**config.mk**
```make
export PLATFORM = sky130hd
export DESIGN_NAME = intreg_halt_agg
export DESIGN_NICKNAME = d
export VERILOG_FILES = /design/src/rtl/intreg_pkg.sv /design/src/rtl/intreg_field_bit.sv /design/src/rtl/intreg_or_agg.sv /design/src/rtl/intreg_halt_agg.sv
export SDC_FILE = /design/constraint.sdc
export NUM_CORES = 1
export LEC_CHECK = 0
export BUFFER_PORTS_ARGS = -buffer_cell sky130_fd_sc_hd__buf_2
export CAP_MARGIN = 0
export CELL_PAD_IN_SITES_DETAIL_PLACEMENT = 0
export CELL_PAD_IN_SITES_GLOBAL_PLACEMENT = 2
export CORE_AREA = 3 3 72 74
export CTS_CLUSTER_DIAMETER = 200
export DETAILED_ROUTE_END_ITERATION = 10
export DIE_AREA = 0 0 75 77
export GPL_TIMING_DRIVEN = 0
export PLACE_DENSITY_LB_ADDON = 0.1
export RECOVER_POWER = 100
export SETUP_SLACK_MARGIN = 0.02
export SYNTH_ARGS = -nofsm -noshare
export SYNTH_HDL_FRONTEND = slang
export SYNTH_SLANG_ARGS = --single-unit
```
**constraint.sdc**
```tcl
create_clock -name clk -period 0.8 [get_ports clk]
set_clock_uncertainty 0.15 [all_clocks]
set_input_delay 0 -clock clk [delete_from_list [all_inputs] [get_ports clk]]
set_output_delay 0 -clock clk [all_outputs]
set_load 0.01 [all_outputs]
```
**src/rtl/intreg_pkg.sv**
```systemverilog
`timescale 1ns/1ps
package intreg_pkg;

    // Two-bit gating code used for both the interrupt and the halt path.
    typedef enum logic [1:0] {
        QK_DIRECT = 2'b00,
        QK_INVERT = 2'b01,
        QK_TRUE   = 2'b10,
        QK_RSVD   = 2'b11
    } qual_kind_e;

    // Flag condition names (documentation of the two-state flag).
    typedef enum logic {
        FLAG_CLEAR   = 1'b0,
        FLAG_PENDING = 1'b1
    } flag_state_e;

endpackage

```
**src/rtl/intreg_field_bit.sv**
```systemverilog
`timescale 1ns/1ps
module intreg_field_bit
    import intreg_pkg::*;
(
    input  logic clk,
    input  logic rst_n,
    input  logic set_i,
    input  logic clr_i,
    output logic q_o
);

    flag_state_e state_q, state_d;

    // Next-state process: SET dominates ACK.
    always_comb begin
        state_d = state_q;
        unique case (state_q)
            FLAG_CLEAR:   if (set_i) state_d = FLAG_PENDING;
            FLAG_PENDING: if (clr_i && !set_i) state_d = FLAG_CLEAR;
            default:      state_d = FLAG_CLEAR;
        endcase
    end

    // State register.
    always_ff @(posedge clk or negedge rst_n) begin
        if (!rst_n) state_q <= FLAG_CLEAR;
        else        state_q <= state_d;
    end

    // Output process.
    always_comb q_o = (state_q == FLAG_PENDING);

    AST_SET_WINS: assert property (@(posedge clk) disable iff (!rst_n)
        set_i |=> q_o);

    AST_ACK_CLEARS: assert property (@(posedge clk) disable iff (!rst_n)
        (clr_i && !set_i) |=> !q_o);

    AST_IDLE_HOLDS: assert property (@(posedge clk) disable iff (!rst_n)
        (!clr_i && !set_i) |=> $stable(q_o));

endmodule

```
**src/rtl/intreg_or_agg.sv**
```systemverilog
`timescale 1ns/1ps
module intreg_or_agg
    import intreg_pkg::*;
#(
    parameter int                      N_FIELDS = 10,
    parameter logic [2*N_FIELDS-1:0]   CFG      = '0,
    parameter logic [N_FIELDS-1:0]     MAP      = '1
) (
    input  logic [N_FIELDS-1:0] bits_i,
    input  logic [N_FIELDS-1:0] inv_gate_i,
    input  logic [N_FIELDS-1:0] true_gate_i,
    output logic                any_o
);

    logic [N_FIELDS-1:0] term;

    always_comb begin
        for (int i = 0; i < N_FIELDS; i++) begin
            unique case (qual_kind_e'(CFG[2*i +: 2]))
                QK_INVERT: term[i] = bits_i[i] & ~inv_gate_i[i];
                QK_TRUE:   term[i] = bits_i[i] &  true_gate_i[i];
                default:   term[i] = bits_i[i];
            endcase
            term[i] = term[i] & MAP[i];
        end
    end

    assign any_o = |term;

endmodule

```
**src/rtl/intreg_halt_agg.sv**
```systemverilog
`timescale 1ns/1ps
module intreg_halt_agg
    import intreg_pkg::*;
#(
    parameter int                    N_FIELDS = 10,
    parameter logic [N_FIELDS-1:0]   INTR_MAP = 10'h1FF,
    parameter logic [2*N_FIELDS-1:0] QUAL_CFG = 20'd411940,
    parameter logic [2*N_FIELDS-1:0] HALT_CFG = 20'd435520
) (
    input  logic                clk,
    input  logic                rst_n,
    input  logic [N_FIELDS-1:0] evt_i,
    input  logic                clr_we_i,
    input  logic [N_FIELDS-1:0] clr_data_i,
    input  logic [N_FIELDS-1:0] mask_i,
    input  logic [N_FIELDS-1:0] enable_i,
    input  logic [N_FIELDS-1:0] hmask_i,
    input  logic [N_FIELDS-1:0] henable_i,
    output logic [N_FIELDS-1:0] field_q_o,
    output logic                intr_o,
    output logic                halt_o
);

    function automatic logic halt_wanted();
        logic found = 1'b0;
        for (int i = 0; i < N_FIELDS; i++) begin
            if (INTR_MAP[i] && (HALT_CFG[2*i +: 2] == QK_INVERT ||
                                HALT_CFG[2*i +: 2] == QK_TRUE))
                found = 1'b1;
        end
        return found;
    endfunction

    localparam logic HALT_PRESENT = halt_wanted();

    logic [N_FIELDS-1:0] flag_q;
    logic [N_FIELDS-1:0] ack_req;
    logic                intr_any;
    logic                halt_any;

    assign ack_req = clr_data_i & {N_FIELDS{clr_we_i}};

    generate
        for (genvar g = 0; g < N_FIELDS; g++) begin : g_flag
            intreg_field_bit u_bit (
                .clk   (clk),
                .rst_n (rst_n),
                .set_i (evt_i[g]),
                .clr_i (ack_req[g]),
                .q_o   (flag_q[g])
            );
        end
    endgenerate

    intreg_or_agg #(
        .N_FIELDS (N_FIELDS),
        .CFG      (QUAL_CFG),
        .MAP      (INTR_MAP)
    ) u_intr_or (
        .bits_i      (flag_q),
        .inv_gate_i  (mask_i),
        .true_gate_i (enable_i),
        .any_o       (intr_any)
    );

    intreg_or_agg #(
        .N_FIELDS (N_FIELDS),
        .CFG      (HALT_CFG),
        .MAP      (INTR_MAP)
    ) u_halt_or (
        .bits_i      (flag_q),
        .inv_gate_i  (hmask_i),
        .true_gate_i (henable_i),
        .any_o       (halt_any)
    );

    assign field_q_o = flag_q;
    assign intr_o    = intr_any;
    assign halt_o    = HALT_PRESENT & halt_any;

    AST_INTR_NEEDS_FLAG: assert property (@(posedge clk) disable iff (!rst_n)
        intr_o |-> |(field_q_o & INTR_MAP));

    AST_HALT_NEEDS_FLAG: assert property (@(posedge clk) disable iff (!rst_n)
        halt_o |-> |(field_q_o & INTR_MAP));

endmodule

```
==> results of run 1 <==
## cells in the final DEF, fill, tap and decap left out
master and n:
buf_2 37, dfrtp_1 7, nand4_1 2, a22oi_2 4, clkbuf_2 1, a21o_1 10
buf_4 3, inv_1 6, buf_6 22, dfrtp_2 3, nand2_1 10, clkbuf_8 3
dlygate4sd3_1 1, nor3_2 2, a22oi_1 2
## worst max-delay path, cell delays in order (launching register included)
cell     delay (ns)
dfrtp_2        0.44
a22oi_1        0.17
nand4_1        0.11
buf_2          0.16
## power breakdown
part	switching, W	internal, W
registers	0.0000455	0.000542
logic	0.000127	0.000255
clock network	0.000197	0.000330
## kinds of logic (layout without fill, tap and decap cells)
kind of cell           after synthesis  count (layout)  synth area share (%)
AO/OA/AOI/OAI                       16              16                  22.3
flip-flops                          10              10                  46.4
buffers and inverters               17              73                  20.2
AND/OR/NAND/NOR                     14              14                  11.1
## metrics by stage
stage,worst slack (ns),std cells,setup TNS (ns)
after global placement,-0.272,156,-0.948
after global routing,-0.554,167,-5.81
after CTS,-0.480,164,-4.98
after detailed placement,-0.269,156,-1.00
after floorplan,-0.0554,57,-0.111
final,-0.458,167,-4.93
## what timing repair did
item	in CTS	in global routing
hold endpoints to repair	20	10
endpoints found under the setup margin	22	22
buffers inserted	4	3
pin swaps	1	1
resized for setup	19	11
## cell type report
cell class / count / area, sq um / area share [%]
buffer: 11 / 113 / 10.6
inverter: 6 / 22.5 / 2.11
sequential: 10 / 254 / 23.8
timing repair buffer: 53 / 358 / 33.6
tap: 54 / 67.6 / 6.34
clock buffer: 3 / 41.3 / 3.87
multi-input combinational: 30 / 210 / 19.7
## layer usage
metal	up-vias	wire [um]	GRT usage, %	share of wire (%)
li1	296	-	-	-
met1	259	823	8.48	43
met2	32	834	10.2	44
met3	2	244	4.72	13
met4	0	13	1.60	0.68
met5	-	0	0	0
## worst paths after layout
path / start / end / slack, ns / cells after the start
min: evt_i[8] / g_flag[8].u_bit.q_o / -0.21 / 2
min reg2reg: g_flag[9].u_bit.q_o / g_flag[9].u_bit.q_o / 0.36 / 1
max reg2reg: g_flag[0].u_bit.q_o / g_flag[0].u_bit.q_o / -0.25 / 3
max in group asynchronous: rst_n / g_flag[3].u_bit.q_o / 0.22 / 2
min in group asynchronous: rst_n / g_flag[8].u_bit.q_o / 0.04 / 2
max: g_flag[5].u_bit.q_o / intr_o / -0.46 / 3
==> metrics.md, run 1 <==
| Metric | Value |
|---|---|
| Critical path arrival | `roughly 1.1 ns` |
| Chip width | `75 um` |
| CTS Buffer Depth | `2` |
| H-tree depth | `1` |
| CTS sink count | `10` |
| Vias in the first global route | `625` |
| Starting DRT DRC Count | `7` |
| CTS Buf Count | `3` |
| IR drop worst, VDD | `between 0.0005 and 0.0006 V` |
| Hold Vio Cnt, Final | `10` |
| Pre-antenna DRT Iters | `2` |
| Skew-Pair Late Insertion Delay | `0.23 ns` |
| First-pass GRT wire length | `~3 mm` |
| Cell type with the highest aggregate area in the netlist | `dfrtp_1` |
| PD cells | `1400 nW/um^2` |
| Worst hold margin | `-0.207 ns` |
| Routed wire length | `1.92 mm` |
| Total global routing overflow | `0` |
| Layout cells sized above 1 | `between 60% and 70%` |
| Syn_nets | `120` |
| # diodes | `0` |
| P_leak | `0.528 nW` |
| Synth top cells by count | `a21o_1, buf_4, dfrtp_1, nand2_1` |
| Die Y | `77 um` |
| Syn Area/Cell | `9.46 sq um` |
| CTS clk-pin slew, worst paths | `0.05 ns` |
| Post-synthesis sequential area ratio | `46.4%` |
| # IOs | `75` |
| Post-synth top area share | `46.4%` |
| Final min period | `1.26 ns` |
| Initial antenna violation count | `0` |
| Via density | `3.53` |
| DPL Wire Length | `approximately 1.5 mm` |
| Required @ worst endpoint | `0.65 ns` |
| Via Count | `589` |
| Slew Viols, Final | `0` |
| RSZ-0062 raised after global routing | `true` |
| CP Capture Type | `output pin` |
| Final worst slack | `-0.458 ns` |
| Root Driver | `clkbuf_8` |
| Max reg flops | `10` |
| CTS tree | `done` |
| Cell Area, Synth | `539 sq um` |
| DR DRC count | `0` |
| Antenna viol nets, final | `0` |
| Total GRT Usage | `under 10%` |
| Power Total | `0.00150 W` |
| CORE AREA | `4660 sq um` |
| Min-Delay Path Class | `in2reg` |
| Main synth FF type | `dfrtp_1` |
| Post-synthesis cell type count | `9` |
| Failing checks | `hold timing, setup timing` |
| Cts hold-fix bufs | `1` |
| Fillers | `511` |
| Rel. slew slack | `81.1%` |
| Period Utilization, post-route | `157%` |
| Initial core utilization | `11.6%` |
| Yosys warns | `0` |
| Final setup vio count | `22` |
| Area Overhead vs Synth | `97.7%` |
| # port buffers | `45` |
| FFs w/ async S/R, synth | `100%` |
| Area after DPL | `approximately 830 sq um` |
| Number of core rows | `25` |
| Final #Nets | `178` |
| Fin util | `22.9%` |
| FMAX | `about 790 MHz` |
| Finished Cell Area | `approximately 1100 sq um` |
| DIE AREA | `5780 sq um` |
| Max-Cap Viols | `0` |
| Startpoint Class | `register` |
| Post-synth EDFFs | `0` |
| FF+latch count, synth | `10` |
| Worst-path maximum fanout | `4` |
| Post-Synthesis Cells | `57` |
| Critical path type | `reg2out` |
| Placer Congestion | `0.628` |
| Status | `finished, violations left` |
| Top cells by area, synth | `dfrtp_1, a21o_1, buf_4` |
| Largest net degree at the start of global routing | `11` |
| Actual slew at the worst max-slew pin | `about 0.28 ns` |
| DR WL/cell | `11.5 um` |
No activity file was read; power rests on OpenSTA's default activity.
==> run 2, diff against run 1 <==
- CORE_AREA: 3 3 72 74 -> 3 3 69 71
- DIE_AREA: 0 0 75 77 -> 0 0 72 74
- SKIP_LAST_GASP: not set -> 1
- clock period: 0.8 -> 1.3 ns (I/O delays scaled with it)
==> metrics.md, run 2 (same netlist as run 1, synthesis figures left out) <==
| Metric | Value |
|---|---|
| Status | `complete, no violations (was finished, violations left)` |
| DIE AREA | `5330 sq um (was 5780 sq um)` |
| CP Capture Type | `output pin (unchanged)` |
| Chip width | `72 um (was 75 um)` |
| Antenna viol nets, final | `0 (unchanged)` |
| Final setup vio count | `0 (was 22)` |
| Logic gate share of total power | `24.2% (was 25.5%)` |
| Fin util | `27.5% (was 22.9%)` |
| FMAX | `797 MHz` |
| Actual slew at the worst max-slew pin | `0.631 ns (was 0.284 ns)` |
| Min-Delay Path Class | `in2async (was in2reg)` |
| Max-Cap Viols | `0 (unchanged)` |
| H-tree depth | `1 (unchanged)` |
| Rel. slew slack | `57.9% (was 81.1%)` |
| # IOs | `75 (unchanged)` |
| Area Overhead vs Synth | `119% (was 97.7%)` |
| Startpoint Class | `register (unchanged)` |
| CTS sink count | `10 (unchanged)` |
| Worst-path maximum fanout | `4 (unchanged)` |
| Commonest cells after routing, fill and taps aside | `buf_2, dlygate4sd3_1, nand2_1, a21o_1, buf_4 (was buf_2, buf_6, nand2_1, a21o_1, dfrtp_1)` |
| IR drop worst, VDD | `0.000294 V (was 0.000502 V)` |
| Critical path type | `reg2out (unchanged)` |
| Power Total | `0.000990 W (was 0.00150 W)` |
| Hold Vio Cnt, Final | `0 (was 10)` |
| P_int | `0.000758 W (was 0.00113 W)` |
| Initial antenna violation count | `0 (unchanged)` |
| Max reg flops | `10 (unchanged)` |
| PD cells | `838 nW/um^2 (was 1400 nW/um^2)` |
| Clock power share | `39.7% (was 35.2%)` |
| CTS Buf Count | `3 (unchanged)` |
| # diodes | `0 (unchanged)` |
| Total global routing overflow | `0 (unchanged)` |
| CTS Buffer Depth | `2 (unchanged)` |
| Sw frac | `23.5% (was 24.7%)` |
| RSZ-0062 raised after global routing | `true (unchanged)` |
| Root Driver | `clkbuf_8 (unchanged)` |
| Die Y | `74 um (was 77 um)` |
| Vias in the first global route | `672 (was 625)` |
| First-pass GRT wire length | `3.02 mm (was 2.96 mm)` |
| Worst reg-to-reg path cell count | `2 (was 3)` |
| Setup slack, reg-to-reg | `0.32 ns (was -0.25 ns)` |
| Critical path arrival | `1.10 ns (was 1.11 ns)` |
| P_leak | `0.565 nW (was 0.528 nW)` |
| DR DRC count | `0 (unchanged)` |
| Layout cells sized above 1 | `55.2% (was 66.4%)` |
| CORE AREA | `4290 sq um (was 4660 sq um)` |
| R2R Path End | `g_flag[1].u_bit.q_o (was g_flag[0].u_bit.q_o)` |
| DPL Wire Length | `1.50 mm (was 1.54 mm)` |
| Routed wire length | `1.95 mm (was 1.92 mm)` |
| CTS tree | `done (unchanged)` |
| CTS clk-pin slew, worst paths | `0.05 ns (about the same)` |
| Placer Congestion | `0.705 (was 0.628)` |
| Largest net degree at the start of global routing | `11 (unchanged)` |
| Via density | `3.49 (was 3.53)` |
| Final min period | `about 1.3 ns` |
| Pre-antenna DRT Iters | `2 (unchanged)` |
| Commonest non-fill, non-tap cell in the layout | `buf_2 (unchanged)` |
| P_sw | `0.000232 W (was 0.000370 W)` |
| DR WL/cell | `10.5 um (was 11.5 um)` |
| Number of core rows | `24 (was 25)` |
| Period Utilization, post-route | `96.5%` |
| Final #Nets | `198 (was 178)` |
| Initial core utilization | `12.6% (was 11.6%)` |
| R2r startpoint | `g_flag[1].u_bit.q_o (was g_flag[0].u_bit.q_o)` |
| Total GRT Usage | `7.66% (was 7.02%)` |
| # port buffers | `45 (unchanged)` |
| Slew Viols, Final | `0 (unchanged)` |
| Skew-Pair Late Insertion Delay | `0.24 ns (was 0.23 ns)` |
| Required @ worst endpoint | `1.15 ns (was 0.65 ns)` |
| Reg power frac | `36.1% (was 39.3%)` |
| Starting DRT DRC Count | `23 (was 7)` |
| Via Count | `650 (was 589)` |
==> run 2: changes by cell type in the layout (fill, tap and decap cells not counted), sizes merged <==
cell,change
clkbuf,+9
buf,-9
dlygate4sd3,+21
==> run 2: how the worst max path moves through the flow <==
stage                         from      to  slack (ns)
3_3_place_gp   g_flag[0].u_bit.q_o  intr_o        0.24
4_1_cts        g_flag[1].u_bit.q_o  intr_o        0.02
3_5_place_dp   g_flag[0].u_bit.q_o  intr_o        0.22
2_1_floorplan  g_flag[0].u_bit.q_o  halt_o        0.43
6_report       g_flag[5].u_bit.q_o  halt_o        0.05
5_1_grt        g_flag[5].u_bit.q_o  halt_o       -0.03
==> run 2: final cells by class <==
type	count	area, sq um
Buffer	11	80.1
Clock buffer	4	55.1
Fill cell	485	3110
Inverter	6	22.5
Multi-Input combinational cell	30	220
Sequential cell	10	254
Tap cell	52	65.1
Timing Repair Buffer	73	484
==> run 2: power groups by stage <==
stage	clock network (W)	logic [W]	registers (W)
global route	0.000431	0.000266	0.000362
CTS	0.000419	0.000249	0.000356
global placement	0	0.000169	0.000361
detailed placement	0	0.000169	0.000361
finish	0.000393	0.000240	0.000358
floorplan	0	0.0000835	0.000353
==> run 2: layer usage <==
layer | routed length [um] | share of wire (%) | track usage (%) | up-vias
met5 | 0 | 0 | 0 | -
met2 | 999 | 51 | 13.3 | 24
met4 | 0 | 0 | 2.51 | 0
met1 | 819 | 42 | 8.88 | 288
li1 | - | - | - | 338
met3 | 125 | 6.4 | 2.70 | 0
==> run 2: what timing repair did <==
item,CTS,global route
setup buffers,6,0
pin swaps,2,0
setup endpoints to repair,2,2
hold buffers,22,0
hold endpoints to repair,20,0
resized for setup,6,5
==> run 2: per-stage QoR <==
| step | std cells | TNS [ns] | instance area, sq um | hold slack, ns | setup slack (ns) |
|---|---|---|---|---|---|
| floorplan | 57 | 0 | 539 | -0.446 | 0.430 |
| global placement | 154 | 0 | 830 | -0.255 | 0.239 |
| detailed placement | 154 | 0 | 830 | -0.257 | 0.223 |
| CTS | 186 | 0 | 1180 | 0.0223 | 0.0161 |
| global route | 186 | -0.0392 | 1180 | 0.206 | -0.0315 |
| finish | 186 | 0 | 1180 | 0.140 | 0.0453 |
==> run 2: worst max-delay path, stage by stage, from the launching register on <==
cell     delay [ns]
dfrtp_2        0.43
a22oi_2        0.17
nand4_1        0.12
buf_2          0.16
==> run 3, diff against run 2 <==
--- a/constraint.sdc
+++ b/constraint.sdc
@@ -3,3 +3,3 @@
 set_input_delay 0 -clock clk [delete_from_list [all_inputs] [get_ports clk]]
 set_output_delay 0 -clock clk [all_outputs]
-set_load 0.01 [all_outputs]
+set_load 0.005 [all_outputs]
==> metrics.md, run 3 (same netlist as run 1, synthesis figures left out) <==
| Metric | Value |
|---|---|
| Final #Nets | `198 (unchanged)` |
| Critical path arrival | `1.11 ns (was 1.10 ns)` |
| CTS Buf Count | `3 (unchanged)` |
| # port buffers | `45 (unchanged)` |
| Required @ worst endpoint | `1.15 ns (about the same)` |
| Final setup vio count | `0 (unchanged)` |
| Status | `complete, no violations (unchanged)` |
| Startpoint Class | `register (unchanged)` |
| R2r startpoint | `g_flag[1].u_bit.q_o (unchanged)` |
| Fin Setup TNS | `0 ns (unchanged)` |
| # IOs | `75 (unchanged)` |
| Worst hold margin | `0.143 ns (was 0.140 ns)` |
| Slew Viols, Final | `0 (unchanged)` |
| Fillers | `484 (was 485)` |
| # diodes | `0 (unchanged)` |
| Commonest non-fill, non-tap cell in the layout | `buf_2 (unchanged)` |
| Final worst slack | `0.0422 ns (was 0.0453 ns)` |
| Area Overhead vs Synth | `119% (about the same)` |
| R2R Path End | `g_flag[1].u_bit.q_o (unchanged)` |
| CTS Buffer Depth | `2 (unchanged)` |
| Total global routing overflow | `0 (unchanged)` |
| Total GRT Usage | `7.58% (was 7.66%)` |
| CTS clk-pin slew, worst paths | `0.05 ns (about the same)` |
| Initial antenna violation count | `0 (unchanged)` |
| CORE AREA | `4290 sq um (unchanged)` |
| Pre-antenna DRT Iters | `2 (unchanged)` |
| DR DRC count | `0 (unchanged)` |
| Root Driver | `clkbuf_8 (unchanged)` |
| Number of core rows | `24 (unchanged)` |
| Die Y | `74 um (unchanged)` |
| CTS sink count | `10 (unchanged)` |
| H-tree depth | `1 (unchanged)` |
| Via density | `3.50 (was 3.49)` |
| Commonest cells after routing, fill and taps aside | `buf_2, dlygate4sd3_1, nand2_1, a21o_1, buf_4 (unchanged)` |
| Starting DRT DRC Count | `25 (was 23)` |
| Actual slew at the worst max-slew pin | `0.637 ns (was 0.631 ns)` |
| Chip width | `72 um (unchanged)` |
| PD cells | `830 nW/um^2 (was 838 nW/um^2)` |
| Max reg flops | `10 (unchanged)` |
| IR drop worst, VDD | `0.000296 V (was 0.000294 V)` |
| Worst reg-to-reg path cell count | `2 (unchanged)` |
| Initial core utilization | `12.6% (unchanged)` |
| Final min period | `1.26 ns (was 1.25 ns)` |
| Max-Cap Viols | `0 (unchanged)` |
| First-pass GRT wire length | `2.97 mm (was 3.02 mm)` |
| Min-Delay Path Class | `in2async (unchanged)` |
| CTS tree | `done (unchanged)` |
| Placer Congestion | `0.705 (unchanged)` |
| Largest net degree at the start of global routing | `11 (unchanged)` |
| Via Count | `651 (was 650)` |
| Layout cells sized above 1 | `56.0% (was 55.2%)` |
| DR WL/cell | `10.4 um (was 10.5 um)` |
| DPL Wire Length | `1.50 mm (unchanged)` |
| Critical path type | `reg2out (unchanged)` |
| DIE AREA | `5330 sq um (unchanged)` |
| Setup slack, reg-to-reg | `0.32 ns (about the same)` |
| Hold Vio Cnt, Final | `0 (unchanged)` |
| RSZ-0062 raised after global routing | `true (unchanged)` |
| FMAX | `795 MHz (was 797 MHz)` |
| Period Utilization, post-route | `96.8% (was 96.5%)` |
| Dpl ws | `0.236 ns (was 0.223 ns)` |
| Vias in the first global route | `664 (was 672)` |
| Rel. slew slack | `57.5% (was 57.9%)` |
| Skew-Pair Late Insertion Delay | `0.24 ns (about the same)` |
| Crit path launch | `g_flag[4].u_bit.q_o (was g_flag[5].u_bit.q_o)` |
| Worst-path maximum fanout | `4 (unchanged)` |
| Routed wire length | `1.94 mm (was 1.95 mm)` |
| CP Capture Type | `output pin (unchanged)` |
| P_leak | `0.569 nW (was 0.565 nW)` |
| Antenna viol nets, final | `0 (unchanged)` |
[run 3: power by group]
part           leakage, nW  switching [W]  total [W]  internal [W]
Combinational        0.441      0.0000729   0.000230      0.000158
Clock               0.0288       0.000126   0.000392      0.000266
Sequential          0.0984      0.0000246   0.000358      0.000334
Total                0.569       0.000224   0.000981      0.000758
[run 3: worst max path at each step]
| stage | endpoint | cells past startpoint |
|---|---|---|
| after global routing | halt_o | 3 |
| after CTS | intr_o | 3 |
| after global placement | intr_o | 3 |
| after detailed placement | intr_o | 3 |
| after floorplan | halt_o | 2 |
| final | halt_o | 3 |
[run 3: area by class of cell]
class | count | area (sq um) | share of cell area (%)
repair buffers | 73 | 485 | 41.1
flip-flops and latches | 10 | 254 | 21.5
multi-input cells | 30 | 220 | 18.6
plain buffers | 11 | 80.1 | 6.77
well taps | 52 | 65.1 | 5.50
clock buffers | 4 | 55.1 | 4.66
inverters | 6 | 22.5 | 1.90
[run 3: worst max-delay path, cell delays in order, from the launching register on]
cell and delay, ns:
dfrtp_1 0.42, a22oi_2 0.18, nand4_1 0.12, buf_2 0.15
[run 3: metrics by stage]
| step | cells | total power, W | util, % | area [sq um] |
|---|---|---|---|---|
| global placement | 154 | 0.000522 | 19.3 | 830 |
| finish | 186 | 0.000981 | 27.5 | 1180 |
| CTS | 182 | 0.00100 | 26.5 | 1140 |
| detailed placement | 154 | 0.000521 | 19.3 | 830 |
| floorplan | 57 | 0.000428 | - | 539 |
| global route | 186 | 0.00105 | 27.5 | 1180 |
[run 3: metal layers]
layer,GRT usage [%],vias up,wire length [um]
met4,2.51,0,0
li1,-,338,-
met2,13.2,24,994
met3,2.70,0,119
met1,8.72,289,828
met5,0,-,0
[run 3: what timing repair did]
| item | 4_1_cts | 5_1_grt |
|---|---|---|
| pin swaps | 0 | 2 |
| endpoints found under the hold margin | 20 | 0 |
| resized for setup | 4 | 7 |
| hold buffers | 22 | 0 |
| setup endpoints to repair | 2 | 2 |
| setup buffers | 2 | 4 |
